===== src/rtl/itlb_pkg.sv =====
package itlb_pkg;
   // Implementation choice for the replacement pointer.
   typedef enum logic [0:0] {
      PTR_BINARY = 1'b0,
      PTR_RING   = 1'b1
   } ptr_style_e;
endpackage


===== src/rtl/itlb_rr_ptr.sv =====
module itlb_rr_ptr
   import itlb_pkg::*;
#(
   parameter int         ENTRIES = 8,
   parameter ptr_style_e STYLE   = PTR_BINARY,
   localparam int        IDX_W   = $clog2(ENTRIES)
) (
   input  logic             clk,
   input  logic             rst_n,
   input  logic             adv,
   output logic [IDX_W-1:0] idx
);

   generate
      if (STYLE == PTR_BINARY) begin : g_bin
         logic [IDX_W-1:0] cnt_q;
         always_ff @(posedge clk or negedge rst_n) begin
            if (!rst_n)
               cnt_q <= '0;
            else if (adv)
               cnt_q <= (cnt_q == IDX_W'(ENTRIES - 1)) ? '0 : cnt_q + 1'b1;
         end
         assign idx = cnt_q;
      end else begin : g_ring
         logic [ENTRIES-1:0] ring_q;
         always_ff @(posedge clk or negedge rst_n) begin
            if (!rst_n)
               ring_q <= ENTRIES'(1);
            else if (adv)
               ring_q <= {ring_q[ENTRIES-2:0], ring_q[ENTRIES-1]};
         end
         always_comb begin
            idx = '0;
            for (int i = 0; i < ENTRIES; i++)
               if (ring_q[i]) idx = idx | IDX_W'(i);
         end
         // exactly one slot is ever selected
         p_ring_onehot_r4: assert property (@(posedge clk) disable iff (!rst_n)
            $onehot(ring_q));
      end
   endgenerate

   // without a commit the pointer holds
   p_ptr_hold_r9: assert property (@(posedge clk) disable iff (!rst_n)
      !adv |=> $stable(idx));

   // a commit at the last slot wraps to slot 0
   p_ptr_wrap_r4: assert property (@(posedge clk) disable iff (!rst_n)
      (adv && idx == IDX_W'(ENTRIES - 1)) |=> (idx == '0));

endmodule


===== src/rtl/itlb_entry_array.sv =====
module itlb_entry_array #(
   parameter int ENTRIES = 8,
   parameter int TAG_W   = 35,
   parameter int PTE_W   = 32,
   localparam int IDX_W  = $clog2(ENTRIES)
) (
   input  logic                            clk,
   input  logic                            rst_n,
   input  logic                            wr_en,
   input  logic [IDX_W-1:0]                wr_idx,
   input  logic [TAG_W-1:0]                wr_tag,
   input  logic [PTE_W-1:0]                wr_pte,
   input  logic                            flush,
   output logic [ENTRIES-1:0]              valid_o,
   output logic [ENTRIES-1:0][TAG_W-1:0]   tag_o,
   output logic [ENTRIES-1:0][PTE_W-1:0]   pte_o
);

   for (genvar e = 0; e < ENTRIES; e++) begin : g_slot
      logic sel;
      assign sel = wr_en && (wr_idx == IDX_W'(e));

      always_ff @(posedge clk or negedge rst_n) begin
         if (!rst_n)
            valid_o[e] <= 1'b0;
         else if (flush)
            valid_o[e] <= 1'b0;
         else if (sel)
            valid_o[e] <= 1'b1;
      end

      always_ff @(posedge clk or negedge rst_n) begin
         if (!rst_n) begin
            tag_o[e] <= '0;
            pte_o[e] <= '0;
         end else if (sel) begin
            tag_o[e] <= wr_tag;
            pte_o[e] <= wr_pte;
         end
      end
   end

   // a flush leaves no valid slot
   p_flush_clear_r9: assert property (@(posedge clk) disable iff (!rst_n)
      flush |=> (valid_o == '0));

   // a commit without flush leaves its slot valid
   p_commit_valid_r3: assert property (@(posedge clk) disable iff (!rst_n)
      (wr_en && !flush) |=> valid_o[$past(wr_idx)]);

   // no commit and no flush means the array is untouched
   p_quiet_stable_r1: assert property (@(posedge clk) disable iff (!rst_n)
      (!wr_en && !flush) |=> ($stable(valid_o) && $stable(tag_o) && $stable(pte_o)));

endmodule


===== src/rtl/itlb_match_sel.sv =====
module itlb_match_sel #(
   parameter int ENTRIES = 8,
   parameter int TAG_W   = 35,
   parameter int PTE_W   = 32,
   localparam int IDX_W  = $clog2(ENTRIES)
) (
   input  logic [ENTRIES-1:0]            valid,
   input  logic [ENTRIES-1:0][TAG_W-1:0] tags,
   input  logic [ENTRIES-1:0][PTE_W-1:0] ptes,
   input  logic [TAG_W-1:0]              key,
   output logic                          hit,
   output logic [IDX_W-1:0]              idx,
   output logic [PTE_W-1:0]              pte
);

   logic [ENTRIES-1:0] match;

   for (genvar e = 0; e < ENTRIES; e++) begin : g_cmp
      assign match[e] = valid[e] && (tags[e] == key);
   end

   // Scan from the top so the lowest matching slot is written last.
   always_comb begin
      hit = 1'b0;
      idx = '0;
      pte = '0;
      for (int i = ENTRIES - 1; i >= 0; i--) begin
         if (match[i]) begin
            hit = 1'b1;
            idx = IDX_W'(i);
            pte = ptes[i];
         end
      end
   end

endmodule


===== src/rtl/itlb_stage_fill.sv =====
module itlb_stage_fill
   import itlb_pkg::*;
#(
   parameter int         ENTRIES   = 8,
   parameter int         VA_W      = 48,
   parameter int         PAGE_LSB  = 13,
   parameter int         PTE_W     = 32,
   parameter ptr_style_e PTR_STYLE = PTR_BINARY,
   localparam int        TAG_W     = VA_W - PAGE_LSB,
   localparam int        IDX_W     = $clog2(ENTRIES)
) (
   input  logic             clk,
   input  logic             rst_n,
   input  logic             tag_wr_en,
   input  logic [VA_W-1:0]  tag_wr_va,
   input  logic             pte_wr_en,
   input  logic [PTE_W-1:0] pte_wr_data,
   input  logic             pte_retire,
   input  logic             flush_all,
   input  logic [VA_W-1:0]  lookup_va,
   output logic             lookup_hit,
   output logic [PTE_W-1:0] lookup_pte,
   output logic [IDX_W-1:0] lookup_idx
);

   generate
      if (ENTRIES < 2)
         $error("itlb_stage_fill: ENTRIES must be at least 2");
      if (PAGE_LSB < 1 || PAGE_LSB >= VA_W)
         $error("itlb_stage_fill: PAGE_LSB out of range");
      if (PTE_W < 1)
         $error("itlb_stage_fill: PTE_W must be positive");
   endgenerate

   logic [TAG_W-1:0]              tag_hold_q;
   logic                          commit;
   logic [IDX_W-1:0]              wr_ptr;
   logic [ENTRIES-1:0]            valid;
   logic [ENTRIES-1:0][TAG_W-1:0] tags;
   logic [ENTRIES-1:0][PTE_W-1:0] ptes;
   logic [TAG_W-1:0]              lookup_key;
   logic                          unused_offsets;

   assign unused_offsets = ^{tag_wr_va[PAGE_LSB-1:0], lookup_va[PAGE_LSB-1:0]};
   assign lookup_key     = lookup_va[VA_W-1:PAGE_LSB];
   assign commit         = pte_wr_en && pte_retire;

   // Staging register for the page number; lives outside the array.
   always_ff @(posedge clk or negedge rst_n) begin
      if (!rst_n)
         tag_hold_q <= '0;
      else if (tag_wr_en)
         tag_hold_q <= tag_wr_va[VA_W-1:PAGE_LSB];
   end

   itlb_rr_ptr #(
      .ENTRIES (ENTRIES),
      .STYLE   (PTR_STYLE)
   ) u_ptr (
      .clk   (clk),
      .rst_n (rst_n),
      .adv   (commit),
      .idx   (wr_ptr)
   );

   itlb_entry_array #(
      .ENTRIES (ENTRIES),
      .TAG_W   (TAG_W),
      .PTE_W   (PTE_W)
   ) u_array (
      .clk     (clk),
      .rst_n   (rst_n),
      .wr_en   (commit),
      .wr_idx  (wr_ptr),
      .wr_tag  (tag_hold_q),
      .wr_pte  (pte_wr_data),
      .flush   (flush_all),
      .valid_o (valid),
      .tag_o   (tags),
      .pte_o   (ptes)
   );

   itlb_match_sel #(
      .ENTRIES (ENTRIES),
      .TAG_W   (TAG_W),
      .PTE_W   (PTE_W)
   ) u_match (
      .valid (valid),
      .tags  (tags),
      .ptes  (ptes),
      .key   (lookup_key),
      .hit   (lookup_hit),
      .idx   (lookup_idx),
      .pte   (lookup_pte)
   );

   // the slot receives the tag held before the commit edge and the written entry
   p_commit_pair_r3: assert property (@(posedge clk) disable iff (!rst_n)
      commit |=> (tags[$past(wr_ptr)] == $past(tag_hold_q)) &&
                 (ptes[$past(wr_ptr)] == $past(pte_wr_data)));

   // a reported hit names a valid slot holding the looked-up page
   p_hit_valid_r6: assert property (@(posedge clk) disable iff (!rst_n)
      lookup_hit |-> (valid[lookup_idx] && tags[lookup_idx] == lookup_key));

   // a miss drives zero data and index
   p_miss_zero_r6: assert property (@(posedge clk) disable iff (!rst_n)
      !lookup_hit |-> (lookup_pte == '0 && lookup_idx == '0));

   // a tag write alone leaves the valid bits untouched
   p_tag_only_r1: assert property (@(posedge clk) disable iff (!rst_n)
      (tag_wr_en && !commit && !flush_all) |=> $stable(valid));

endmodule


===== config.mk =====
export PLATFORM = sky130hd
export DESIGN_NAME = itlb_stage_fill
export DESIGN_NICKNAME = d
export VERILOG_FILES = /design/src/rtl/itlb_pkg.sv /design/src/rtl/itlb_rr_ptr.sv /design/src/rtl/itlb_entry_array.sv /design/src/rtl/itlb_match_sel.sv /design/src/rtl/itlb_stage_fill.sv
export SDC_FILE = /design/constraint.sdc
export NUM_CORES = 1
export LEC_CHECK = 0
export CAP_MARGIN = 20
export CORE_MARGIN = 2
export CORE_UTILIZATION = 62
export CTS_BUF_LIST = sky130_fd_sc_hd__clkbuf_8
export DETAILED_ROUTE_END_ITERATION = 8
export GPL_TIMING_DRIVEN = 0
export PLACE_DENSITY_LB_ADDON = 0.15
export SYNTH_ARGS = -nofsm -noshare
export SYNTH_HDL_FRONTEND = slang
export SYNTH_SLANG_ARGS = --single-unit

===== constraint.sdc =====
create_clock -name clk -period 4.6 [get_ports clk]
set_clock_uncertainty 0.1 [all_clocks]
set_input_delay 0.92 -clock clk [delete_from_list [all_inputs] [get_ports clk]]
set_output_delay 0.92 -clock clk [all_outputs]
set_load 0.02 [all_outputs]

* Word-level counts from Yosys, hierarchy flattened
Cells that the tools add are included.
** Cells by class
- $add $sub $neg :: 1
- Multiply operators :: 0
- Div/mod/pow operators :: 0
- $lt $le $gt $ge :: 0
- Equality and inequality tests :: 15
- Shifts and indexed selects :: 0
- Multiplexer cells :: 41
- Bitwise logic cells :: 0
- Reductions and logical operators :: 26
** Operator list (count)
- 35-bit equality test :: 8
- 32-bit 2-to-1 mux :: 8
- 3-bit 2-to-1 mux :: 9
- 1-bit 2-to-1 mux :: 24
- 1-bit logical AND :: 17
- 2-bit nonzero test :: 8
- 3-bit equality test (second input constant) :: 4
- 3-bit by 2-bit equality test with 1-bit output (second input constant) :: 2
- 3-bit by 1-bit adder with 3-bit output (second input constant) :: 1
- 3-bit by 1-bit equality test with 1-bit output (second input constant) :: 1
- 3-bit logical NOT :: 1
** Word-level totals
- Bits in registers :: 582
- Bits in latches :: 0
- Memory bits (writable) :: 0
- ROM bits :: 0
- Bits of input ports :: 134
- Output and inout port bits :: 36
- Word-level logic and storage cells :: 109
- Memories :: 0

* Logic depth before layout (Yosys ltp)
Gate-level depths: netlist of the first run.
- Word-level depth :: 10
- Depth in mapped cells :: 10
- Mapped depth without buffers :: 7

* Modules after synthesis
Synthesis of the first run repeated with hierarchy kept, for this count alone.
** Unflattened totals
- Cell total of the unflattened synthesis :: 2137
- Area, all modules :: 27771.6 um^2
** By module, submodules not included
- itlb_entry_array :: instances 1, cells each 1169, area each 20218.1 um^2, sequential area each 13613.1 um^2
- itlb_match_sel :: instances 1, cells each 882, area each 5950.7 um^2, sequential area each 0.0 um^2
- itlb_stage_fill :: instances 1, cells each 75, area each 1460.2 um^2, sequential area each 875.8 um^2
- itlb_rr_ptr :: instances 1, cells each 11, area each 142.6 um^2, sequential area each 75.1 um^2

* Least setup slack after synthesis of the first run
OpenSTA, ideal clock, no wires.
- Kind :: input to output
- Start point :: input port lookup_va[20]
- End point :: output port lookup_pte[21]
- Arrival :: 3.114 ns
- Data required time :: 3.580 ns
- Setup slack :: 0.466 ns
- Stages :: 9
- Path buffers :: 2
- Cells stage by stage :: buf_2 xnor2_1 nand4_1 nor4_1 nand4_1 clkbuf_1 o311ai_0 a221oi_2 o32ai_1
** Between the ends
- Longest elaborated chain between the ends :: 10
- Elaborated cells between the ends (all ways) :: 24
- Those cells by class :: 8 x eq/ne; 8 x mux; 8 x reduce/logical
** Ends and longest elaborated chain
- start: declaration :: RTL line itlb_stage_fill.sv:20 : input logic [VA_W-1:0] lookup_va,
- 35-bit equality test :: RTL line itlb_match_sel.sv:19 : assign match[e] = valid[e] && (tags[e] == key);
- 1-bit logical AND :: RTL line itlb_match_sel.sv:19
- 32-bit 2-to-1 mux (7 in a row) :: RTL line itlb_match_sel.sv:28 : if (match[i]) begin
- 32-bit 2-to-1 mux (*) :: RTL line itlb_match_sel.sv:28
- end: declaration :: RTL line itlb_stage_fill.sv:22 : output logic [PTE_W-1:0] lookup_pte,
Mark *: on every way between the ends. The rest lies on a longest branch, timed or not.

* Final worst setup path of the first run
- Start point :: input port lookup_va[39]
- End point :: output port lookup_pte[31]
Same word-level chain as after synthesis.

==> metrics.csv, run 1 <==
metric,value,unit
worst_slew_pin_slew,1.159,ns
p_int,0.01241,W
static-leakage-power,14.22,nW
synth_edf_count,0,
fin_util,0.7330,
die_h,214.4,um
fin_hold_ws,0.07720,ns
path_cells,buf_2 -> xnor2_1 -> nand4_1 -> nor2_4 -> clkbuf_2 -> nand2_1 -> o311ai_1 -> a221oi_1 -> o32ai_2 -> buf_4,
post_synth_num_cell_types,45,
p_seq_frac,0.497,
pwr-share-comb,0.263,
yosysWarnings,0,
overflow,0,
syn_nets,2239,
wl_per_cell,26.69,um
numClockSinks,582,
period_minus_slack,4.647,ns
antenna_found_initial,0,
switching_share,0.3096,
ys.flop_type,dfrtp_1,
ys_seq_elements,582,
critPathArrivalTime,3.63,ns
worstPathBufferInverterCount,3,
netlist.area_leader.share,0.5308,
place_ws,-1.647,ns
synth_cells,2099,
yosys.area.top_type,dfrtp_1,
period_share,1.010,
initial_core_util,0.6246,
holdBufCountCts,0,
ant_nets,0,
timing_worst_setup_path_type,in -> out,
slowest_stage,o32ai_2,
hp-class,in -> async,
required,3.58,ns
fin_ws,-0.04659,ns
max_stage_delay,0.42,ns
core_area,43930,um2
async_reset_ff_frac,1.000,
grt_setup_unrepaired,yes,
drive_gt1_frac,0.3931,
grt_pass1_wl,121000,um
die_x,214.4,um
drv_cap,0,
drt_iter0_drc,1520,
final_nets,2464,
io_pins,170,
dp_hpwl,54680,um
core.rowCount,77,
crit_family,compound AO/OA/AOI/OAI gates,
track_usage,0.3492,
fillers,3010,
globalplace.congestion,0.9096,
slew-limit-headroom,0.2273,
area_delta_synth_final,17.35,%
tns,-0.1291,ns
syn_area,27440,um2
path_clk_slew,0.06,ns
drv_slew,0,
fmax,215.2,MHz
hold_violations,0,
cp-end-kind,output pin,
ys_seq_area_frac,0.5308,
power_frac_clock,0.239,
start_kind,input pin,
clk_latency,0.68,ns
cts_root_buffer,clkbuf_8,
vias,18743,
design.die.area,45960,um2
wl,79620,um
switching_power,0.005566,W
cts_tree,built,
setup_viol,5,
drc,0,
powerDensity,558.3,nW/um2
synth.avg_cell_area,13.07,um2
ir_drop,0.0003061,V
yosys-top-cells-area,"dfrtp_1 (53%), mux2_2 (23%), xnor2_1 (5.9%), xor2_1 (3.0%), nand4_1 (2.0%)",
cts_buffers,94,
grt_pass1_vias,19921,
cts.htree.levels,3,
grt_start_max_net_pins,122,
viasPerCell,6.283,
outcome,"complete, but fails checks",
violations,negative setup slack,
cp_max_fo,10,
clockBufferDepth,3,
port-buffer-count,106,
num_antenna_cells,0,
dr.pass1.iters,5,
==> registers in the layout, indices dropped and copies added, names as in the netlist <==
register,cells
u_array.tag_o,280
u_array.pte_o,256
tag_hold_q,35
u_array.valid_o,8
u_ptr.idx,3
==> worst paths after layout <==
path,start,to,slack [ns],cells after the start
max in group asynchronous,rst_n,u_array.tag_o[170],2.85,3
worst min register to register,u_array.pte_o[221],u_array.pte_o[221],0.40,1
worst max register to register,u_ptr.idx[0],u_array.pte_o[123],1.34,6
worst min-delay path,rst_n,u_array.pte_o[88],0.08,1
worst max-delay path,lookup_va[39],lookup_pte[31],-0.05,10
min in group clk,u_array.pte_o[221],u_array.pte_o[221],0.40,1
==> Yosys cell counts, types with 2 or more instances <==
library cell / n
o32ai_1: 31
mux2_2: 571
nor3_1: 8
buf_4: 4
and2_1: 2
or3_1: 2
xnor2_1: 184
a221oi_1: 21
a21oi_1: 9
buf_2: 39
inv_1: 45
nor4_1: 29
nand3_1: 7
o21ai_0: 37
ha_1: 6
o21a_1: 62
a21boi_1: 2
nor2_1: 34
dfrtp_1: 582
o311ai_1: 8
nand4_1: 87
xor2_1: 95
nor4_2: 2
buf_6: 4
clkbuf_1: 64
o311ai_0: 24
a221oi_2: 10
nand2_1: 39
nand2b_1: 2
buf_1: 45
a21boi_0: 30
==> cells by family after synthesis <==
logic type / count (synthesis) / synth area share
buf+inv: 202 / 0.03110
fa+ha+maj: 6 / 0.002736
xor+xnor: 279 / 0.08905
simple gates: 218 / 0.04359
compound gates: 240 / 0.06808
flops: 582 / 0.5308
mux: 572 / 0.2347
==> cell usage in the layout (no fill, tap or decap), types with 32 or more instances in the layout <==
cell and count:
dfrtp_1 582, o21ai_0 37, o21a_1 62, buf_1 42, mux2_2 571, xor2_1 93
nand2_1 38, xnor2_1 166, nor2_1 32, clkdlybuf4s50_1 69, inv_1 87, clkbuf_8 118
nand4_1 87, buf_4 49
==> power groups by stage <==
stage	logic [W]	registers (W)	clock network (W)
after global placement	0.00426	0.00877	0
after global routing	0.00505	0.00916	0.00458
after detailed placement	0.00447	0.00889	0
final	0.00473	0.00894	0.00430
after floorplan	0.00341	0.00845	0
after CTS	0.00462	0.00885	0.00433
==> layer usage <==
layer | track usage | up-vias | part of all wire
met5 | 0 | - | 0
met4 | 0.2058 | 0 | 0.059
met3 | 0.05489 | 225 | 0.061
met2 | 0.5679 | 763 | 0.49
met1 | 0.4471 | 9744 | 0.39
li1 | - | 8011 | -
==> per-stage QoR <==
step	std cells	cell area (um2)	total power, W
2_1_floorplan	2099	27440	0.01186
3_3_place_gp	2797	29240	0.01303
3_5_place_dp	2803	29390	0.01336
4_1_cts	2983	31920	0.01781
5_1_grt	2983	32200	0.01879
6_report	2983	32200	0.01798
==> area by class of cell <==
| cell class | instances | area [um2] | share of cell area |
|---|---|---|---|
| inverter | 45 | 168.9 | 0.005246 |
| buffer | 155 | 899.6 | 0.02794 |
| sequential | 582 | 14560 | 0.4523 |
| clock inverter | 49 | 217.7 | 0.006761 |
| tap | 592 | 740.7 | 0.02300 |
| timing repair buffer | 131 | 1245 | 0.03866 |
| multi-input combinational | 1315 | 12800 | 0.3974 |
| clock buffer | 114 | 1569 | 0.04873 |
==> what timing repair did <==
| action | CTS | global route |
|---|---|---|
| pin swaps | 34 | 20 |
| gates cloned | 1 | 1 |
| setup endpoints to repair | 36 | 36 |
| endpoints found under the hold margin | 0 | 0 |
| gates resized for setup | 316 | 95 |
| setup buffers | 16 | 1 |
Power figures use the tool's default switching activity.
==> inputs of run 2 (changes only) <==
--- a/config.mk
+++ b/config.mk
@@ -5,9 +5,9 @@
 export SDC_FILE = /design/constraint.sdc
 export NUM_CORES = 1
 export LEC_CHECK = 0
-export CAP_MARGIN = 20
+export CAP_MARGIN = 0
 export CORE_MARGIN = 2
-export CORE_UTILIZATION = 62
+export CORE_UTILIZATION = 67
 export CTS_BUF_LIST = sky130_fd_sc_hd__clkbuf_8
 export DETAILED_ROUTE_END_ITERATION = 8
 export GPL_TIMING_DRIVEN = 0
==> constraint.sdc (replaced) <==
create_clock -name clk -period 5.5 [get_ports clk]
set_clock_uncertainty 0.1 [all_clocks]
set_input_delay 1.1 -clock clk [delete_from_list [all_inputs] [get_ports clk]]
set_output_delay 1.1 -clock clk [all_outputs]
set_load 0.02 [all_outputs]
==> run 2 against run 1 <==
  * Routed wire length shrank 2.6%
  * Clock power is 14% lower
  * Critical endpoint is now lookup_pte[5]
  * Via count up 0.43%
  * Core utilization rose by 4.6 points
  * Sequential cell count did not move
  * Total power is 16% lower
  * Largest power group unchanged
  * Register-to-register slack better by 0.89 ns
  * Non-clock buffer count decreased by 8
  * First-iteration DRC count is 15% higher
  * Worst setup slack got worse by 0.030 ns
  * The run still ends with negative setup slack left
  * Design area shrank 1.7%
  * Combinational power shrank 17%
==> metrics.csv, run 2 (same netlist as run 1, synthesis figures left out) <==
metric,value,unit,change
holdBufCountCts,0,,unchanged
io_pins,170,,unchanged
cp_max_fo,10,,unchanged
viasPerCell,6.446,,+2.6%
wl_per_cell,26.56,um,-0.48%
static-leakage-power,14.35,nW,+0.92%
regMostFlops,u_array.tag_o,,
dp_hpwl,53470,um,-2.2%
grt_pass1_vias,19458,,-2.3%
fillers,2516,,-16%
start_kind,input pin,,
reg2reg_setup_slack,2.23,ns,+0.89 ns
required,4.30,ns,+0.72 ns
timing_worst_setup_path_type,in -> out,,
r2r-end,u_array.pte_o[119],,
tns,-0.08891,ns,+0.04016 ns
violations,negative setup slack,,
die_h,206.4,um,-3.7%
track_usage,0.3748,,+0.02560
period_minus_slack,5.577,ns,
drt_iter0_drc,1745,,+15%
wl,77560,um,-2.6%
vias,18823,,+0.43%
cp-startpoint,lookup_va[41],,
period_share,1.014,,
drive_gt1_frac,0.3535,,-0.03968
critPathArrivalTime,4.38,ns,+0.75 ns
clk_latency,0.67,ns,about the same
core_area,40650,um2,-7.5%
port-buffer-count,106,,unchanged
ff2ff_path_depth,6,,unchanged
dr.pass1.iters,7,,+2
cts_buffers,93,,-1.1%
cts_root_buffer,clkbuf_8,,
r2r-start,u_ptr.idx[0],,
final_common_cell,dfrtp_1,,
numClockSinks,582,,unchanged
core.rowCount,74,,-3.9%
ir_drop,0.0003103,V,+1.4%
globalplace.congestion,0.9443,,+3.8%
final_cells,2920,,-2.1%
design.die.area,42590,um2,-7.3%
cp-end-kind,output pin,,
hp-class,in -> async,,
largest_register_ffs,280,,unchanged
worst_slew_pin_slew,1.109,ns,-0.04991 ns
powerDensity,474.6,nW/um2,-15%
cts_tree,built,,
cts.htree.levels,3,,unchanged
grt_start_max_net_pins,120,,-1.6%
layout_common_cells,"dfrtp_1 (582), mux2_2 (571), xnor2_1 (173)",,
drv_cap,0,,unchanged
fin_hold_ws,0.2458,ns,+0.1686 ns
slew-limit-headroom,0.2605,,+0.03327
grt_setup_unrepaired,yes,,
place_area,29310,um2,-0.28%
crit_end,lookup_pte[5],,
area_delta_synth_final,15.39,%,
fmax,179.3,MHz,
final_nets,2455,,-0.37%
reg_top3,"u_array.tag_o: 280 flops, u_array.pte_o: 256 flops, tag_hold_q: 35 flops",,
dpl.cell_count,2742,,-2.2%
clockBufferDepth,3,,unchanged
path_clk_slew,0.06,ns,about the same
hold_violations,0,,unchanged
outcome,"complete, but fails checks",,
grt_pass1_wl,116900,um,-3.3%
overflow,0,,unchanged
setup_viol,2,,-3
die_x,206.4,um,-3.7%
antenna_found_initial,3,,+3
drc,0,,unchanged
ant_nets,0,,unchanged
drv_slew,0,,unchanged
fin_util,0.7790,,+0.04604
initial_core_util,0.6751,,+0.05049
fin_ws,-0.07707,ns,-0.03048 ns
finalInstanceArea,31660,um2,-1.7%
run 2: metrics by stage:
| stage | power, W | worst slack (ns) |
|---|---|---|
| after floorplan | 0.009923 | 1.006 |
| after global placement | 0.01090 | -21.84 |
| after detailed placement | 0.01119 | -1.292 |
| after CTS | 0.01497 | -0.04287 |
| after global routing | 0.01569 | -0.1268 |
| final | 0.01503 | -0.07707 |
run 2: repair_timing:
item / CTS / global route
setup buffers: 13 / 0
endpoints found under the setup margin: 36 / 32
pin swaps: 9 / 1
gates resized for setup: 62 / 65
run 2: critical path, cell delays in order:
cell,delay [ns]
buf_2,0.20
xnor2_1,0.42
nand4_1,0.16
nor4_1,0.23
nand4_1,0.13
buf_4,0.22
clkbuf_1,0.26
o311ai_0,0.53
a221oi_1,0.19
o32ai_1,0.27
clkdlybuf4s50_1,0.65
run 2: worst min path at each step:
stage | end | start
global route | u_array.pte_o[92] | rst_n
detailed placement | u_array.valid_o[7] | u_array.valid_o[7]
floorplan | u_array.valid_o[7] | u_array.valid_o[7]
CTS | u_array.pte_o[92] | rst_n
finish | u_array.pte_o[121] | rst_n
global placement | u_array.pte_o[253] | u_array.pte_o[253]
run 2: routing by layer:
metal / routed length (um) / track usage / up-vias
li1: - / - / 8012
met1: 30290 / 0.4767 / 9682
met2: 36790 / 0.6015 / 865
met3: 5775 / 0.08010 / 262
met4: 4689 / 0.2089 / 2
met5: 11 / 0 / -
run 2: layout make-up:
class	instances	area (um2)	share of cell area
Buffer	154	733.2	0.02316
Timing Repair Buffer	124	1364	0.04307
Clock buffer	120	1652	0.05216
Sequential cell	582	14560	0.4600
Tap cell	532	665.6	0.02102
Inverter	45	168.9	0.005334
Antenna cell	3	7.507	0.0002371
Multi-Input combinational cell	1315	12310	0.3887
Clock inverter	45	201.4	0.006362
run 2: power breakdown:
group | internal (W) | switching (W) | leakage (nW)
clock | 0.00195 | 0.00173 | 1.06
sequential | 0.00619 | 0.00126 | 7.24
combinational | 0.00226 | 0.00165 | 6.05
total | 0.0104 | 0.00464 | 14.3
